**config.mk**
```make
export PLATFORM = sky130hd
export DESIGN_NAME = prefetch_queue
export DESIGN_NICKNAME = d
export VERILOG_FILES = /design/src/rtl/pfq_pkg.sv /design/src/rtl/pfq_ctrl.sv /design/src/rtl/pfq_datapath.sv /design/src/rtl/prefetch_queue.sv
export SDC_FILE = /design/constraint.sdc
export NUM_CORES = 1
export LEC_CHECK = 0
export ABC_AREA = 1
export CORE_UTILIZATION = 40
export DETAILED_ROUTE_END_ITERATION = 10
export PLACE_DENSITY_LB_ADDON = 0.15
export SYNTH_ARGS = -nofsm -noshare
export SYNTH_HDL_FRONTEND = slang
export SYNTH_SLANG_ARGS = --single-unit
```
**constraint.sdc**
```tcl
create_clock -name clk -period 3.2 [get_ports clk]
set_input_delay 0.48 -clock clk [delete_from_list [all_inputs] [get_ports clk]]
set_output_delay 0.48 -clock clk [all_outputs]
set_load 0.02 [all_outputs]
```
**src/rtl/pfq_pkg.sv**
```systemverilog
package pfq_pkg;

  typedef enum logic [1:0] {
    ST_IDLE  = 2'd0,
    ST_FETCH = 2'd1,
    ST_DATA  = 2'd2
  } pfq_state_t;

  // Strobes from control to datapath, valid for one cycle each
  typedef struct packed {
    logic issueFetch;  // latch a prefetch onto the bus
    logic issueData;   // latch a data access onto the bus
    logic enq;         // returned fetch bytes go into the buffer
    logic flush;       // empty buffer, load fetch pointer from target
  } pfq_strobe_t;

  function automatic int depthFor(input int busBytes);
    return (busBytes == 2) ? 6 : 4;
  endfunction

endpackage

```
**src/rtl/pfq_ctrl.sv**
```systemverilog
module pfq_ctrl
  import pfq_pkg::*;
(
  input  logic        clk,
  input  logic        rstN,
  input  logic        dReq,
  input  logic        brTaken,
  input  logic        memAck,
  input  logic        roomOk,
  output pfq_strobe_t strobe,
  output logic        memReq,
  output logic        dDone
);

  pfq_state_t state, nextState;
  logic stale, nextStale;

  always_comb begin
    nextState    = state;
    nextStale    = stale;
    strobe       = '0;
    strobe.flush = brTaken;
    unique case (state)
      ST_IDLE: begin
        if (dReq) begin
          strobe.issueData = 1'b1;
          nextState        = ST_DATA;
        end else if (roomOk && !brTaken) begin
          strobe.issueFetch = 1'b1;
          nextState         = ST_FETCH;
        end
      end
      ST_FETCH: begin
        if (memAck) begin
          strobe.enq = !stale && !brTaken;
          nextStale  = 1'b0;
          nextState  = ST_IDLE;
        end else if (brTaken) begin
          nextStale = 1'b1;
        end
      end
      ST_DATA: begin
        if (memAck) nextState = ST_IDLE;
      end
      default: nextState = ST_IDLE;
    endcase
  end

  always_ff @(posedge clk) begin
    if (!rstN) begin
      state <= ST_IDLE;
      stale <= 1'b0;
    end else begin
      state <= nextState;
      stale <= nextStale;
    end
  end

  assign memReq = (state != ST_IDLE);
  assign dDone  = (state == ST_DATA) && memAck;

  // a pending data request is served before any prefetch
  a_r4_data_first: assert property (@(posedge clk) disable iff (!rstN)
    (state == ST_IDLE && dReq) |=> (state == ST_DATA));

  // a prefetch only starts after the datapath reported room
  a_r2_room_on_issue: assert property (@(posedge clk) disable iff (!rstN)
    (state == ST_FETCH && $past(state) == ST_IDLE) |-> $past(roomOk));

  // a fetch that saw a redirect never enqueues
  a_r6_stale_dropped: assert property (@(posedge clk) disable iff (!rstN)
    (state == ST_FETCH && brTaken) |=> !strobe.enq);

endmodule

```
**src/rtl/pfq_datapath.sv**
```systemverilog
module pfq_datapath
  import pfq_pkg::*;
#(
  parameter int BUS_BYTES = 2,
  parameter int ADDR_W    = 20,
  parameter logic [ADDR_W-1:0] RESET_VEC = '0
) (
  input  logic                   clk,
  input  logic                   rstN,
  input  pfq_strobe_t            strobe,
  input  logic                   popReq,
  input  logic [ADDR_W-1:0]      brTarget,
  input  logic [ADDR_W-1:0]      dAddr,
  input  logic                   dWe,
  input  logic [8*BUS_BYTES-1:0] dWdata,
  input  logic [8*BUS_BYTES-1:0] memRdata,
  output logic                   roomOk,
  output logic                   qValid,
  output logic [7:0]             qByte,
  output logic [ADDR_W-1:0]      memAddr,
  output logic                   memWord,
  output logic                   memWe,
  output logic [8*BUS_BYTES-1:0] memWdata
);

  localparam int DEPTH = depthFor(BUS_BYTES);
  localparam int CNT_W = $clog2(DEPTH + 1);
  localparam int IDX_W = $clog2(DEPTH);

  logic [7:0]        store [DEPTH];
  logic [IDX_W-1:0]  rdPtr, wrPtr;
  logic [CNT_W-1:0]  count;
  logic [ADDR_W-1:0] fetchPtr;
  logic [ADDR_W-1:0] busAddr;
  logic              busWord, busWe;
  logic [8*BUS_BYTES-1:0] busWdata;

  logic [1:0] enqN;
  logic [7:0] b0, b1;
  logic       doPop;
  logic [1:0] enqAmt;

  function automatic logic [IDX_W-1:0] nextIdx(input logic [IDX_W-1:0] i);
    return (i == IDX_W'(DEPTH - 1)) ? '0 : i + 1'b1;
  endfunction

  // Lane selection depends on the bus width
  generate
    if (BUS_BYTES == 2) begin : g_word
      always_comb begin
        if (busWord) begin
          enqN = 2'd2;
          b0   = memRdata[7:0];
          b1   = memRdata[15:8];
        end else begin
          enqN = 2'd1;
          b0   = busAddr[0] ? memRdata[15:8] : memRdata[7:0];
          b1   = 8'h00;
        end
      end
    end else begin : g_byte
      always_comb begin
        enqN = 2'd1;
        b0   = memRdata[7:0];
        b1   = 8'h00;
      end
    end
  endgenerate

  assign doPop  = popReq && (count != '0);
  assign enqAmt = strobe.enq ? enqN : 2'd0;
  assign roomOk = (CNT_W'(DEPTH) - count) >= CNT_W'(BUS_BYTES);
  assign qValid = (count != '0);
  assign qByte  = store[rdPtr];

  always_ff @(posedge clk) begin
    if (strobe.enq && !strobe.flush) begin
      store[wrPtr] <= b0;
      if (enqN == 2'd2) store[nextIdx(wrPtr)] <= b1;
    end
  end

  always_ff @(posedge clk) begin
    if (!rstN) begin
      rdPtr    <= '0;
      wrPtr    <= '0;
      count    <= '0;
      fetchPtr <= RESET_VEC;
      busAddr  <= '0;
      busWord  <= 1'b0;
      busWe    <= 1'b0;
      busWdata <= '0;
    end else begin
      if (strobe.flush) begin
        rdPtr    <= '0;
        wrPtr    <= '0;
        count    <= '0;
        fetchPtr <= brTarget;
      end else begin
        if (strobe.enq) begin
          wrPtr    <= (enqN == 2'd2) ? nextIdx(nextIdx(wrPtr)) : nextIdx(wrPtr);
          fetchPtr <= fetchPtr + ADDR_W'(enqN);
        end
        if (doPop) rdPtr <= nextIdx(rdPtr);
        count <= count + CNT_W'(enqAmt) - CNT_W'(doPop);
      end
      if (strobe.issueFetch) begin
        busAddr <= fetchPtr;
        busWord <= (BUS_BYTES == 2) && !fetchPtr[0];
        busWe   <= 1'b0;
      end else if (strobe.issueData) begin
        busAddr  <= dAddr;
        busWord  <= (BUS_BYTES == 2);
        busWe    <= dWe;
        busWdata <= dWdata;
      end
    end
  end

  assign memAddr  = busAddr;
  assign memWord  = busWord;
  assign memWe    = busWe;
  assign memWdata = busWdata;

  // occupancy never exceeds the buffer depth
  a_r1_no_overflow: assert property (@(posedge clk) disable iff (!rstN)
    count <= CNT_W'(DEPTH));

  // a redirect leaves the buffer empty
  a_r5_flush_empty: assert property (@(posedge clk) disable iff (!rstN)
    strobe.flush |=> (count == '0) && !qValid);

endmodule

```
**src/rtl/prefetch_queue.sv**
```systemverilog
module prefetch_queue
  import pfq_pkg::*;
#(
  parameter int BUS_BYTES = 2,
  parameter int ADDR_W    = 20,
  parameter logic [ADDR_W-1:0] RESET_VEC = 20'hFFFF0
) (
  input  logic                   clk,
  input  logic                   rstN,
  output logic                   memReq,
  output logic [ADDR_W-1:0]      memAddr,
  output logic                   memWord,
  output logic                   memWe,
  output logic [8*BUS_BYTES-1:0] memWdata,
  input  logic                   memAck,
  input  logic [8*BUS_BYTES-1:0] memRdata,
  output logic                   qValid,
  output logic [7:0]             qByte,
  input  logic                   qPop,
  input  logic                   dReq,
  input  logic                   dWe,
  input  logic [ADDR_W-1:0]      dAddr,
  input  logic [8*BUS_BYTES-1:0] dWdata,
  output logic                   dDone,
  output logic [8*BUS_BYTES-1:0] dRdata,
  input  logic                   brTaken,
  input  logic [ADDR_W-1:0]      brTarget
);

  pfq_strobe_t strobe;
  logic        roomOk;

  pfq_ctrl u_ctrl (
    .clk     (clk),
    .rstN    (rstN),
    .dReq    (dReq),
    .brTaken (brTaken),
    .memAck  (memAck),
    .roomOk  (roomOk),
    .strobe  (strobe),
    .memReq  (memReq),
    .dDone   (dDone)
  );

  pfq_datapath #(
    .BUS_BYTES (BUS_BYTES),
    .ADDR_W    (ADDR_W),
    .RESET_VEC (RESET_VEC)
  ) u_dp (
    .clk      (clk),
    .rstN     (rstN),
    .strobe   (strobe),
    .popReq   (qPop),
    .brTarget (brTarget),
    .dAddr    (dAddr),
    .dWe      (dWe),
    .dWdata   (dWdata),
    .memRdata (memRdata),
    .roomOk   (roomOk),
    .qValid   (qValid),
    .qByte    (qByte),
    .memAddr  (memAddr),
    .memWord  (memWord),
    .memWe    (memWe),
    .memWdata (memWdata)
  );

  assign dRdata = memRdata;

  // a raised request holds its address and control until acknowledged
  a_r11_hold: assert property (@(posedge clk) disable iff (!rstN)
    (memReq && !memAck) |=> memReq && $stable(memAddr) && $stable(memWe)
                              && $stable(memWdata));

endmodule

```
==> results of run 1 <==
-- cells by family after synthesis --
family | after synthesis | share of synthesized area
AND/OR/NAND/NOR | 455 | 0.293
AO/OA/AOI/OAI | 154 | 0.136
buffers and inverters | 133 | 0.0944
flip-flops | 121 | 0.447
adder cells (fa/ha/maj) | 11 | 0.0235
XOR/XNOR | 5 | 0.00674
-- through the flow --
step	cells	hold WS (ns)	util	setup slack (ns)	instance area, µm²
2_1_floorplan	879	0.449	-	1.00	6500
3_3_place_gp	1197	0.463	0.503	0.433	7990
3_5_place_dp	1197	0.473	0.503	0.410	7990
4_1_cts	1229	0.487	0.538	0.370	8540
5_1_grt	1229	0.511	0.538	0.285	8540
6_report	1229	0.480	0.538	0.400	8540
-- Yosys cell counts, drive strengths merged --
| library cell | n |
|---|---|
| a211oi | 1 |
| o2111ai | 1 |
| xnor2 | 1 |
| nor2 | 149 |
| clkbuf | 15 |
| buf | 41 |
| nand2 | 248 |
| edfxtp | 48 |
| ha | 9 |
| inv | 77 |
| fa | 2 |
| a31oi | 1 |
| dfxtp | 73 |
| o21a | 1 |
| xor2 | 4 |
| or2 | 2 |
| a21oi | 39 |
| o221ai | 1 |
| o22ai | 8 |
| nor3 | 2 |
| o211ai | 2 |
| o21ai | 91 |
| nand4 | 21 |
| o21bai | 9 |
| nand3 | 33 |
-- power by group through the flow --
| stage | Combinational (mW) | Sequential, mW | Clock, mW |
|---|---|---|---|
| 2_1_floorplan | 0.449 | 1.84 | 0 |
| 3_3_place_gp | 0.845 | 1.79 | 0 |
| 3_5_place_dp | 0.852 | 1.79 | 0 |
| 4_1_cts | 0.856 | 1.76 | 1.83 |
| 5_1_grt | 0.945 | 1.77 | 1.90 |
| 6_report | 0.848 | 1.76 | 1.80 |
-- layer usage --
layer | vias to the layer above | GRT usage
met5 | - | 0
met4 | 0 | 0.0602
met3 | 15 | 0.0545
met2 | 117 | 0.379
met1 | 2721 | 0.281
li1 | 3101 | -
-- registers in the layout, summed over array words and instances, names as in the netlist, named ones only --
signal / flops
u_dp.memWe: 1
u_dp.store: 48
u_ctrl.stale: 1
u_dp.memWdata: 16
u_dp.fetchPtr: 20
u_dp.count: 3
u_dp.memAddr: 20
u_dp.memWord: 1
u_dp.wrPtr: 3
u_ctrl.state: 2
u_dp.rdPtr: 3
-- cell type report --
type                            count  share of cell area
Timing Repair Buffer              158               0.181
Clock buffer                       17              0.0498
Sequential cell                   121               0.340
Multi-Input combinational cell    625               0.349
Clock inverter                     15              0.0148
Tap cell                          216              0.0316
Inverter                           77              0.0338
-- worst max-delay path: cells and delay by family, from the launching register on --
family,cells,cell delay [ns]
flip-flops,1,0.74
buffers and inverters,1,0.67
AO/OA/AOI/OAI,2,0.35
AND/OR/NAND/NOR,2,0.14
-- worst paths after layout --
| path | from | end | slack (ns) | cells after the start |
|---|---|---|---|---|
| setup / recovery | register | qByte[4] | 0.40 | 5 |
| hold / removal | u_dp.memWdata[15]$_SDFFE_PN0P_ | u_dp.memWdata[15]$_SDFFE_PN0P_ | 0.48 | 2 |
| setup reg to reg | u_ctrl.state[1]$_SDFFE_PN0P_ | u_dp.count[2]$_SDFF_PP0_ | 0.83 | 12 |
| hold reg to reg | u_dp.memWdata[15]$_SDFFE_PN0P_ | u_dp.memWdata[15]$_SDFFE_PN0P_ | 0.48 | 2 |
-- cell usage in the layout (no fill, tap or decap), drive strengths merged, types with 21 or more instances in the layout --
cell | synthesis | layout
clkdlybuf4s50 | 0 | 143
o21ai | 91 | 91
a21oi | 39 | 39
edfxtp | 48 | 48
nand4 | 21 | 21
dfxtp | 73 | 73
nor2 | 149 | 149
inv | 77 | 81
nand2 | 248 | 248
nand3 | 33 | 33
==> results.sh, run 1 <==
export IMPL_p_total_mw=4.41
export IMPL_ys_ff_latch=121
export IMPL_arrival_ns=2.32
export IMPL_ant_nets=0
export IMPL_yosys_area_top_type="dfxtp_1"
export IMPL_drc=0
export IMPL_drive_gt1_frac=0.0800
export IMPL_route_met3_wl_um=756
export IMPL_syn_nets=969
export IMPL_cts_hold_buf=0
export IMPL_ios=144
export IMPL_synth_area_leaders="dfxtp_1 22%, edfxtp_1 22%, nand2_1 14%"
export IMPL_grt_pass1_wl_mm=28.5
export IMPL_multi_input_area_mm2=0.00298
export IMPL_wl_met1_mm=8.13
export IMPL_portBuffers=143
export IMPL_max_freq_mhz=357
export IMPL_ys_seq_area_frac=0.447
export IMPL_rows=46
export IMPL_skew_ns=0.00771
export IMPL_cts_buffer_depth=2
export IMPL_ir_drop_v=0.000333
export IMPL_cp_slowest_cell="dfxtp_1"
export IMPL_first_global_vias=5566
export IMPL_p_switching_mw=1.28
export IMPL_p_int_mw=3.14
export IMPL_hp_class="register to register"
export IMPL_synthCells=879
export IMPL_track_usage=0.223
export IMPL_outcome="finished clean"
export IMPL_gp_congestion=0.877
export IMPL_antenna_found_initial=0
export IMPL_end_kind="output pin"
export IMPL_vias=5954
export IMPL_area_growth_pct=31.4
export IMPL_rsz0062_at_grt="false"
export IMPL_clock_latency_ns=0.42
export IMPL_die_w_um=129
export IMPL_fin_tns_setup_ns=0
export IMPL_post_cts_buffers=0
export IMPL_synth_area_mm2=0.00650
export IMPL_clock_sinks=121
export IMPL_grt_max_degree=27
export IMPL_period_minus_slack_ns=2.80
export IMPL_yosysUniqueCellTypes=37
export IMPL_start_kind="register"
export IMPL_die_y_um=129
export IMPL_seqPwrFrac=0.399
export IMPL_drt_vias_per_instance=4.84
export IMPL_cts_repair_resized=0
export IMPL_synth_top_area_frac=0.225
export IMPL_first_pass_iters=5
export IMPL_path_max_fanout=16
export IMPL_drt_wl_total_mm=17.8
export IMPL_clk_pin_slew_ns=0.06
export IMPL_finalHoldViolCount=0
export IMPL_hpwl_mm=12.5
export IMPL_worstPathRequired_ns=2.72
export IMPL_clock_root_buffer="clkbuf_16"
export IMPL_path_cells="a21oi_1 -> nand2_1 -> nand2_1 -> o22ai_1 -> clkdlybuf4s50_1"
export IMPL_cpPeakStageDelay_ns=0.74
export IMPL_h_tree_depth=4
export IMPL_worst_path_most_repeated_cell="nand2_1"
export IMPL_n_antenna_cell=0
export IMPL_p_comb_frac=0.192
export IMPL_nFillCells=1567
export IMPL_p_per_area_mw_per_mm2=517
export IMPL_seq_area_mm2=0.00290
export IMPL_drtIter0Drc=377
export IMPL_postSynthAreaPerCell_um2=7.39
export IMPL_fin_crit_sh=0.875
export IMPL_yosys_warnings=0
export IMPL_slew_viol_final=0
export IMPL_cts_buffers_inserted=17
export IMPL_maxCapViolations=0
export IMPL_highest_layer="met4"
export IMPL_p_leak_nw=3.67
export IMPL_grt_overflow_total=0
export IMPL_setup_viol=0
export IMPL_wl_per_cell_um=14.5
export IMPL_tightest_slew_ns=0.829
export IMPL_coreArea_mm2=0.0159
export IMPL_slew_headroom=0.446
export IMPL_dr_wl_met2_mm=8.71
export IMPL_p_clk_frac=0.409
export IMPL_fin_nets=1090
export IMPL_crit_type="register to output pin"
export IMPL_dieArea_mm2=0.0168
export IMPL_swShare=0.289
export IMPL_start_util=0.409
export IMPL_cts_tree="done"
Power figures use the tool's default switching activity.
==> run 2: changes to the inputs <==
--- a/config.mk
+++ b/config.mk
@@ -7,6 +7,7 @@
 export LEC_CHECK = 0
 export ABC_AREA = 1
 export CORE_UTILIZATION = 40
+export CTS_CLUSTER_DIAMETER = 150
 export DETAILED_ROUTE_END_ITERATION = 10
 export PLACE_DENSITY_LB_ADDON = 0.15
 export SYNTH_ARGS = -nofsm -noshare
==> results of run 2 <==
The final DEF is identical to that of run 1; final timing and power are the same.
==> run 3: changes to the inputs <==
--- a/config.mk
+++ b/config.mk
@@ -10,6 +10,7 @@
 export CTS_CLUSTER_DIAMETER = 150
 export DETAILED_ROUTE_END_ITERATION = 10
 export PLACE_DENSITY_LB_ADDON = 0.15
+export SLEW_MARGIN = 20
 export SYNTH_ARGS = -nofsm -noshare
 export SYNTH_HDL_FRONTEND = slang
 export SYNTH_SLANG_ARGS = --single-unit
==> results of run 3 <==
The final DEF is identical to that of run 1; final timing and power are the same.
